File: src/rtl/coh_pkg.sv
package coh_pkg;
  typedef enum logic [1:0] {
    LS_INV = 2'd0,
    LS_SHR = 2'd1,
    LS_EXC = 2'd2
  } line_st_e;

  typedef enum logic [1:0] {
    BC_WB     = 2'd0,
    BC_RDMISS = 2'd1,
    BC_WRMISS = 2'd2,
    BC_INV    = 2'd3
  } bus_cmd_e;
endpackage

File: src/rtl/coh_tag_table.sv
module coh_tag_table
  import coh_pkg::*;
#(
  parameter int LINES = 8,
  parameter int TAG_W = 13,
  localparam int IDX_W = $clog2(LINES)
) (
  input  logic             clk_i,
  input  logic             rst_ni,
  input  logic [IDX_W-1:0] rd_a_idx_i,
  output logic [TAG_W-1:0] rd_a_tag_o,
  output line_st_e         rd_a_st_o,
  input  logic [IDX_W-1:0] rd_b_idx_i,
  output logic [TAG_W-1:0] rd_b_tag_o,
  output line_st_e         rd_b_st_o,
  input  logic             fill_en_i,
  input  logic [IDX_W-1:0] fill_idx_i,
  input  logic [TAG_W-1:0] fill_tag_i,
  input  line_st_e         fill_st_i,
  input  logic             snp_en_i,
  input  logic [IDX_W-1:0] snp_idx_i,
  input  line_st_e         snp_st_i
);
  logic [TAG_W-1:0] tag_q [LINES];
  line_st_e         st_q  [LINES];

  always_ff @(posedge clk_i or negedge rst_ni) begin
    if (!rst_ni) begin
      for (int i = 0; i < LINES; i++) begin
        tag_q[i] <= '0;
        st_q[i]  <= LS_INV;
      end
    end else begin
      for (int i = 0; i < LINES; i++) begin
        if (fill_en_i && fill_idx_i == IDX_W'(i)) begin
          tag_q[i] <= fill_tag_i;
          st_q[i]  <= fill_st_i;
        end else if (snp_en_i && snp_idx_i == IDX_W'(i)) begin
          st_q[i] <= snp_st_i;
        end
      end
    end
  end

  assign rd_a_tag_o = tag_q[rd_a_idx_i];
  assign rd_a_st_o  = st_q[rd_a_idx_i];
  assign rd_b_tag_o = tag_q[rd_b_idx_i];
  assign rd_b_st_o  = st_q[rd_b_idx_i];

  // bus serializes own fills against foreign snoops
  assert_one_writer_R7: assert property (@(posedge clk_i) disable iff (!rst_ni)
    fill_en_i |-> !snp_en_i);
endmodule

File: src/rtl/coh_snoop_unit.sv
module coh_snoop_unit
  import coh_pkg::*;
#(
  parameter int ADDR_W = 16,
  parameter int IDX_W  = 3,
  localparam int TAG_W = ADDR_W - IDX_W
) (
  input  logic              clk_i,
  input  logic              rst_ni,
  input  logic              snoop_valid_i,
  input  logic [1:0]        snoop_cmd_i,
  input  logic [ADDR_W-1:0] snoop_addr_i,
  input  logic [TAG_W-1:0]  line_tag_i,
  input  line_st_e          line_st_i,
  output logic              snp_en_o,
  output line_st_e          snp_st_o,
  output logic              snoop_wb_o,
  output logic [ADDR_W-1:0] snoop_wb_addr_o
);
  logic line_hit, wb_d, wb_q;
  logic [ADDR_W-1:0] wb_addr_q;

  assign line_hit = (line_st_i != LS_INV) &&
                    (line_tag_i == snoop_addr_i[ADDR_W-1:IDX_W]);

  always_comb begin
    snp_en_o = 1'b0;
    snp_st_o = line_st_i;
    wb_d     = 1'b0;
    if (snoop_valid_i && line_hit) begin
      unique case (snoop_cmd_i)
        BC_RDMISS: if (line_st_i == LS_EXC) begin
          snp_en_o = 1'b1;
          snp_st_o = LS_SHR;
          wb_d     = 1'b1;
        end
        BC_WRMISS: begin
          snp_en_o = 1'b1;
          snp_st_o = LS_INV;
          wb_d     = (line_st_i == LS_EXC);
        end
        BC_INV: begin
          snp_en_o = 1'b1;
          snp_st_o = LS_INV;
        end
        default: ;
      endcase
    end
  end

  always_ff @(posedge clk_i or negedge rst_ni) begin
    if (!rst_ni) begin
      wb_q      <= 1'b0;
      wb_addr_q <= '0;
    end else begin
      wb_q <= wb_d;
      if (wb_d) wb_addr_q <= snoop_addr_i;
    end
  end

  assign snoop_wb_o      = wb_q;
  assign snoop_wb_addr_o = wb_addr_q;

  assert_wb_needs_snoop_R6: assert property (@(posedge clk_i) disable iff (!rst_ni)
    snoop_wb_o |-> $past(snoop_valid_i) && $past(snoop_cmd_i != BC_WB) &&
                   $past(snoop_cmd_i != BC_INV));

  assert_wb_single_R6: assert property (@(posedge clk_i) disable iff (!rst_ni)
    snoop_wb_o && !snoop_valid_i |=> !snoop_wb_o);
endmodule

File: src/rtl/coh_req_fsm.sv
module coh_req_fsm
  import coh_pkg::*;
#(
  parameter int ADDR_W = 16,
  parameter int IDX_W  = 3,
  localparam int TAG_W = ADDR_W - IDX_W
) (
  input  logic              clk_i,
  input  logic              rst_ni,
  input  logic              cpu_req_valid_i,
  output logic              cpu_req_ready_o,
  input  logic              cpu_req_write_i,
  input  logic [ADDR_W-1:0] cpu_req_addr_i,
  output logic              cpu_resp_valid_o,
  output logic              cpu_resp_hit_o,
  output logic              bus_req_valid_o,
  output logic [1:0]        bus_req_cmd_o,
  output logic [ADDR_W-1:0] bus_req_addr_o,
  input  logic              bus_gnt_i,
  input  logic              snoop_valid_i,
  input  logic [1:0]        snoop_cmd_i,
  input  logic [ADDR_W-1:0] snoop_addr_i,
  output logic [IDX_W-1:0]  tab_idx_o,
  input  logic [TAG_W-1:0]  tab_tag_i,
  input  line_st_e          tab_st_i,
  output logic              fill_en_o,
  output logic [IDX_W-1:0]  fill_idx_o,
  output logic [TAG_W-1:0]  fill_tag_o,
  output line_st_e          fill_st_o
);
  typedef enum logic [1:0] {F_IDLE, F_VWB, F_BUS} fsm_e;

  fsm_e              fsm_q;
  logic [ADDR_W-1:0] addr_q;
  bus_cmd_e          cmd_q;
  logic [TAG_W-1:0]  vtag_q;
  logic              resp_q, hit_q;

  logic [IDX_W-1:0] idx_q;
  logic [TAG_W-1:0] tag_q;
  logic             accept, req_hit, victim_live, line_killed;

  assign idx_q = addr_q[IDX_W-1:0];
  assign tag_q = addr_q[ADDR_W-1:IDX_W];

  assign cpu_req_ready_o = (fsm_q == F_IDLE) && !snoop_valid_i;
  assign accept          = cpu_req_valid_i && cpu_req_ready_o;
  assign tab_idx_o       = (fsm_q == F_IDLE) ? cpu_req_addr_i[IDX_W-1:0] : idx_q;
  assign req_hit         = (tab_st_i != LS_INV) &&
                           (tab_tag_i == cpu_req_addr_i[ADDR_W-1:IDX_W]);
  assign victim_live     = (tab_st_i == LS_EXC) && (tab_tag_i == vtag_q);
  assign line_killed     = snoop_valid_i && (snoop_addr_i == addr_q) &&
                           (snoop_cmd_i == BC_INV || snoop_cmd_i == BC_WRMISS);

  always_comb begin
    bus_req_valid_o = 1'b0;
    bus_req_cmd_o   = cmd_q;
    bus_req_addr_o  = addr_q;
    if (fsm_q == F_VWB) begin
      bus_req_valid_o = victim_live;
      bus_req_cmd_o   = BC_WB;
      bus_req_addr_o  = {vtag_q, idx_q};
    end else if (fsm_q == F_BUS) begin
      bus_req_valid_o = 1'b1;
    end
  end

  assign fill_en_o  = bus_gnt_i && bus_req_valid_o;
  assign fill_idx_o = idx_q;
  assign fill_tag_o = (fsm_q == F_VWB) ? vtag_q : tag_q;
  assign fill_st_o  = (fsm_q == F_VWB)     ? LS_INV :
                      (cmd_q == BC_RDMISS) ? LS_SHR : LS_EXC;

  always_ff @(posedge clk_i or negedge rst_ni) begin
    if (!rst_ni) begin
      fsm_q  <= F_IDLE;
      addr_q <= '0;
      cmd_q  <= BC_RDMISS;
      vtag_q <= '0;
      resp_q <= 1'b0;
      hit_q  <= 1'b0;
    end else begin
      resp_q <= 1'b0;
      hit_q  <= 1'b0;
      unique case (fsm_q)
        F_IDLE: if (accept) begin
          addr_q <= cpu_req_addr_i;
          if (req_hit && (!cpu_req_write_i || tab_st_i == LS_EXC)) begin
            resp_q <= 1'b1;
            hit_q  <= 1'b1;
          end else if (req_hit) begin
            cmd_q <= BC_INV;
            fsm_q <= F_BUS;
          end else begin
            cmd_q <= cpu_req_write_i ? BC_WRMISS : BC_RDMISS;
            if (tab_st_i == LS_EXC) begin
              vtag_q <= tab_tag_i;
              fsm_q  <= F_VWB;
            end else begin
              fsm_q <= F_BUS;
            end
          end
        end
        F_VWB: if (!victim_live || bus_gnt_i) fsm_q <= F_BUS;
        F_BUS: begin
          if (bus_gnt_i) begin
            fsm_q  <= F_IDLE;
            resp_q <= 1'b1;
          end else if (line_killed && cmd_q == BC_INV) begin
            cmd_q <= BC_WRMISS;
          end
        end
        default: fsm_q <= F_IDLE;
      endcase
    end
  end

  assign cpu_resp_valid_o = resp_q;
  assign cpu_resp_hit_o   = hit_q;

  assert_stall_R10: assert property (@(posedge clk_i) disable iff (!rst_ni)
    bus_req_valid_o |-> !cpu_req_ready_o);

  assert_req_hold_R13: assert property (@(posedge clk_i) disable iff (!rst_ni)
    bus_req_valid_o && !bus_gnt_i && !snoop_valid_i |=>
      bus_req_valid_o && $stable(bus_req_addr_o) && $stable(bus_req_cmd_o));

  assert_miss_resp_R2: assert property (@(posedge clk_i) disable iff (!rst_ni)
    cpu_resp_valid_o && !cpu_resp_hit_o |-> $past(bus_gnt_i));

  assert_gnt_needs_req_R13: assert property (@(posedge clk_i) disable iff (!rst_ni)
    bus_gnt_i |-> bus_req_valid_o && !snoop_valid_i);
endmodule

File: src/rtl/coh_snoop_ctrl.sv
module coh_snoop_ctrl
  import coh_pkg::*;
#(
  parameter int ADDR_W = 16,
  parameter int LINES  = 8,
  localparam int IDX_W = $clog2(LINES),
  localparam int TAG_W = ADDR_W - IDX_W
) (
  input  logic              clk_i,
  input  logic              rst_ni,
  input  logic              cpu_req_valid_i,
  output logic              cpu_req_ready_o,
  input  logic              cpu_req_write_i,
  input  logic [ADDR_W-1:0] cpu_req_addr_i,
  output logic              cpu_resp_valid_o,
  output logic              cpu_resp_hit_o,
  output logic              bus_req_valid_o,
  output logic [1:0]        bus_req_cmd_o,
  output logic [ADDR_W-1:0] bus_req_addr_o,
  input  logic              bus_gnt_i,
  input  logic              snoop_valid_i,
  input  logic [1:0]        snoop_cmd_i,
  input  logic [ADDR_W-1:0] snoop_addr_i,
  output logic              snoop_wb_o,
  output logic [ADDR_W-1:0] snoop_wb_addr_o
);
  logic [IDX_W-1:0] a_idx, fill_idx;
  logic [TAG_W-1:0] a_tag, b_tag, fill_tag;
  line_st_e         a_st, b_st, fill_st, snp_st;
  logic             fill_en, snp_en;

  coh_tag_table #(.LINES(LINES), .TAG_W(TAG_W)) u_table (
    .clk_i      (clk_i),
    .rst_ni     (rst_ni),
    .rd_a_idx_i (a_idx),
    .rd_a_tag_o (a_tag),
    .rd_a_st_o  (a_st),
    .rd_b_idx_i (snoop_addr_i[IDX_W-1:0]),
    .rd_b_tag_o (b_tag),
    .rd_b_st_o  (b_st),
    .fill_en_i  (fill_en),
    .fill_idx_i (fill_idx),
    .fill_tag_i (fill_tag),
    .fill_st_i  (fill_st),
    .snp_en_i   (snp_en),
    .snp_idx_i  (snoop_addr_i[IDX_W-1:0]),
    .snp_st_i   (snp_st)
  );

  coh_req_fsm #(.ADDR_W(ADDR_W), .IDX_W(IDX_W)) u_fsm (
    .clk_i            (clk_i),
    .rst_ni           (rst_ni),
    .cpu_req_valid_i  (cpu_req_valid_i),
    .cpu_req_ready_o  (cpu_req_ready_o),
    .cpu_req_write_i  (cpu_req_write_i),
    .cpu_req_addr_i   (cpu_req_addr_i),
    .cpu_resp_valid_o (cpu_resp_valid_o),
    .cpu_resp_hit_o   (cpu_resp_hit_o),
    .bus_req_valid_o  (bus_req_valid_o),
    .bus_req_cmd_o    (bus_req_cmd_o),
    .bus_req_addr_o   (bus_req_addr_o),
    .bus_gnt_i        (bus_gnt_i),
    .snoop_valid_i    (snoop_valid_i),
    .snoop_cmd_i      (snoop_cmd_i),
    .snoop_addr_i     (snoop_addr_i),
    .tab_idx_o        (a_idx),
    .tab_tag_i        (a_tag),
    .tab_st_i         (a_st),
    .fill_en_o        (fill_en),
    .fill_idx_o       (fill_idx),
    .fill_tag_o       (fill_tag),
    .fill_st_o        (fill_st)
  );

  coh_snoop_unit #(.ADDR_W(ADDR_W), .IDX_W(IDX_W)) u_snoop (
    .clk_i           (clk_i),
    .rst_ni          (rst_ni),
    .snoop_valid_i   (snoop_valid_i),
    .snoop_cmd_i     (snoop_cmd_i),
    .snoop_addr_i    (snoop_addr_i),
    .line_tag_i      (b_tag),
    .line_st_i       (b_st),
    .snp_en_o        (snp_en),
    .snp_st_o        (snp_st),
    .snoop_wb_o      (snoop_wb_o),
    .snoop_wb_addr_o (snoop_wb_addr_o)
  );
endmodule

File: config.mk
export PLATFORM = sky130hd
export DESIGN_NAME = coh_snoop_ctrl
export DESIGN_NICKNAME = d
export VERILOG_FILES = /design/src/rtl/coh_pkg.sv /design/src/rtl/coh_tag_table.sv /design/src/rtl/coh_snoop_unit.sv /design/src/rtl/coh_req_fsm.sv /design/src/rtl/coh_snoop_ctrl.sv
export SDC_FILE = /design/constraint.sdc
export NUM_CORES = 1
export LEC_CHECK = 0
export BUFFER_PORTS_ARGS = -buffer_cell sky130_fd_sc_hd__clkbuf_2
export CAP_MARGIN = 10
export CELL_PAD_IN_SITES_DETAIL_PLACEMENT = 1
export CELL_PAD_IN_SITES_GLOBAL_PLACEMENT = 2
export CORE_MARGIN = 2
export CORE_UTILIZATION = 41
export DETAILED_ROUTE_END_ITERATION = 12
export PLACE_DENSITY = 0.89
export SLEW_MARGIN = 5
export SYNTH_ARGS = -nofsm -noshare
export SYNTH_HDL_FRONTEND = slang
export SYNTH_SLANG_ARGS = --single-unit
File: constraint.sdc
create_clock -name clk_i -period 4.2 [get_ports clk_i]
set_input_delay 0.84 -clock clk_i [delete_from_list [all_inputs] [get_ports clk_i]]
set_output_delay 0.84 -clock clk_i [all_outputs]
set_load 0.02 [all_outputs]
==> impl_metrics.toml <==
[clock_network]
clock_latency_ns = 0.45
path_clk_slew_ns = 0.07
htree_levels = 4
cts_tree = "built"
clockRootBuffer = "clkbuf_16"
cts.path.max_buffers = 2
numCtsBuffers = 17
cts_hold_buf = 0
cts.sinks = 172

[sta]
min_period_over_period_pct = 100
setup_viol = 0
finClkSkew_ns = 0.0175
slew_violations = 0
slew_headroom_pct = 36.7
rsz0062_at_grt = "true"
tightest_slew_ns = 0.950
min_period_ns = 4.20
hold_violations = 0
fmax_mhz = 238

[layout]
fin_nets = 1181
diodes = 0
drive_above_1_share_pct = 37.7
synthToLayoutAreaGrowth_pct = 21.2
instances_no_fill = 1485

[pwr]
powerDensity_nw_per_um2 = 720
pwr-share-seq_pct = 30.7
total_power_mw = 9.45
p_switching_mw = 4.17
ir_drop_mv = 0.312
clkPwrFrac_pct = 17.0
power.internal_mw = 5.28
switching_share_pct = 44.2
power_leakage_nw = 6.20
combPwrFrac_pct = 52.2

[worst_setup_path]
max_stage_delay_ns = 0.46
cp_cell_sequence = "or2_4 -> a31oi_4 -> buf_4 -> buf_4 -> a211oi_1 -> or4_4 -> and4bb_1 -> nand4_1 -> or3_4 -> nand2_1 -> buf_4"
critical-path-top-delay-family = "simple AND/OR/NAND/NOR gates"
critPathArrivalTime_ns = 3.36
critPathLaunchType = "flop"
cpMaxStageDelayCell = "or4_4"
cp_common_cell = "buf_4"
r2r_slack_ns = 0.30
critPathKind = "flop to output pin"
cp.required_ns = 3.36
critPathBufInv = 3
timing.rr.start = "u_fsm.fsm_q[1]"
rr_worst_depth = 14
crit_fanout = 9
worst_setup_path_end_kind = "output pin"
r2r_end = "u_table.st_q[3]"

[outcome]
status = "complete, no violations"

[global_routing]
grt_pass1_vias = 9717
busiest_layer = "met2"
grt_max_degree = 88
overflow = 0
grtUsageMet3_pct = 4.80
grt_use_met2_pct = 47.4
grtUsageTotal_pct = 28.1
antenna_found_initial = 0
use_met1_pct = 35.4
grt_pass1_wl_mm = 59.5

[min_path]
hp-class = "input pin to asynchronous set/reset pin"

[place]
globalplace.congestion = 0.891
dp_cells = 1442
dp_hpwl_mm = 27.8
io_buffers = 78

[synthesis]
yosysMostFrequentCell = "dfrtp_1"
synth_area_um2 = 10800
yosysWarnings = 0
synth.avg_cell_area_um2 = 11.0
synth_top_cells_by_area = "dfrtp_1 39%, mux2_2 13%, mux2i_1 13%, mux4_2 5.2%, xnor2_1 3.8%"
ys_ff_latch = 172
yosysTopAreaCellShare_pct = 39.5
netlist_instances = 988
async_reset_ff_share_pct = 100
yosys_most_used_dff = "dfrtp_1"
yosysTopAreaCell = "dfrtp_1"
yosysUniqueCellTypes = 63
ys_seq_area_share_pct = 39.7
syn_nets = 1032
ys_top_cells_by_count = "171 x dfrtp_1, 137 x mux2i_1, 129 x mux2_2, 96 x nand2_1, 67 x nor2_1"
synth_edf_count = 0

[drt]
drt.antenna.violating_nets = 0
vias_per_cell = 6.18
vias = 9174
drcViolationCount = 0
routed_wl_mm = 39.3
drt_iter0_markers = 787
wl_per_cell_um = 26.4
drtPass1Iterations = 5

[job]
cap_violations = 0

[floorplan]
die_w_um = 167
fp.coreArea_um2 = 26000
io_pins = 79
die_height_um = 167
die_area_um2 = 27800
rows = 59
initial_core_util_pct = 41.7
flip-flops by register name (all words and copies together) (netlist names):
signal / count
u_snoop.snoop_wb_addr_o: 16
u_fsm.cpu_resp_valid_o: 1
u_fsm.vtag_q: 13
u_fsm.addr_q: 16
u_table.st_q: 16
u_fsm.cpu_resp_hit_o: 1
u_fsm.fsm_q: 2
u_fsm.cmd_q: 2
u_snoop.snoop_wb_o: 1
u_table.tag_q: 104
per-layer routing:
| metal | vias up | routed length (µm) |
|---|---|---|
| li1 | 3901 | - |
| met2 | 314 | 19600 |
| met3 | 79 | 2000 |
| met5 | - | 0 |
| met4 | 0 | 1470 |
| met1 | 4880 | 16100 |
cell type report:
cell class | instances | area, µm²
flip-flops and latches | 172 | 4310
inverters | 17 | 63.8
clock inverters | 15 | 173
well taps | 335 | 419
fillers | 2845 | 12800
multi-input cells | 730 | 6290
clock buffers | 17 | 425
repair buffers | 199 | 1460
power groups by stage:
stage                     clock network, mW  registers (mW)  logic (mW)
after floorplan                           0            2.62        3.00
after global placement                    0            2.83        4.41
after detailed placement                  0            2.88        4.57
after CTS                              1.62            2.86        4.77
after global routing                   1.70            2.96        5.24
final                                  1.61            2.91        4.94
repair_timing:
| action | 4_1_cts | 5_1_grt |
|---|---|---|
| resized for setup | 16 | 16 |
| endpoints found under the setup margin | 1 | 9 |
| pin swaps | 3 | 2 |
| gates cloned | 0 | 0 |
| setup buffers | 5 | 6 |
stage by stage:
step                utilization, %  setup slack [ns]  setup TNS [ns]  hold WS [ns]  cell area, µm²
floorplan                        -            0.0887               0         0.488           10800
global placement              47.2           -0.0666           -2.57         0.488           12300
detailed placement            47.2            -0.215          -12.61         0.498           12300
CTS                           50.1           0.00147               0         0.517           13000
global route                  50.6           -0.0888         -0.0888         0.536           13100
finish                        50.6          0.000473               0         0.459           13100
cells by family (layout without fill, tap and decap cells):
kind of cell	count (synthesis)	in the layout	synth area share, %
fa+ha+maj	4	4	0.462
xor+xnor	51	51	4.12
flops	172	172	39.7
mux	299	299	32.4
compound gates	103	103	7.19
simple gates	273	273	12.3
buf+inv	86	248	3.84
worst max path at each step:
stage | depth (start not counted) | to | startpoint | slack, ns
4_1_cts | 12 | bus_req_valid_o | u_fsm.fsm_q[0] | 0.001
3_3_place_gp | 14 | u_table.tag_q[59] | cpu_req_addr_i[2] | -0.07
5_1_grt | 11 | bus_req_valid_o | u_fsm.fsm_q[0] | -0.09
3_5_place_dp | 14 | u_table.tag_q[57] | cpu_req_addr_i[2] | -0.21
6_report | 11 | bus_req_valid_o | u_fsm.fsm_q[1] | 0.0005
2_1_floorplan | 12 | u_snoop.snoop_wb_addr_o[10] | snoop_addr_i[1] | 0.09
layout by cell type (no fill, tap or decap), drive strengths merged, types with 12 or more instances in the layout:
cell type  netlist  routed
nor2            68      68
mux2i          137     137
mux4            25      25
nand4           15      15
nand2           97      97
inv             17      24
clkbuf          26      93
nor3            17      17
nand3           15      15
a211oi          16      16
dfrtp          171     171
a21oi           12      12
o32ai           20      20
a31oi           16      16
and3            16      16
buf             43     123
xnor2           47      47
mux2           137     137
o21ai           12      12
No activity file was read; power rests on OpenSTA's default activity.
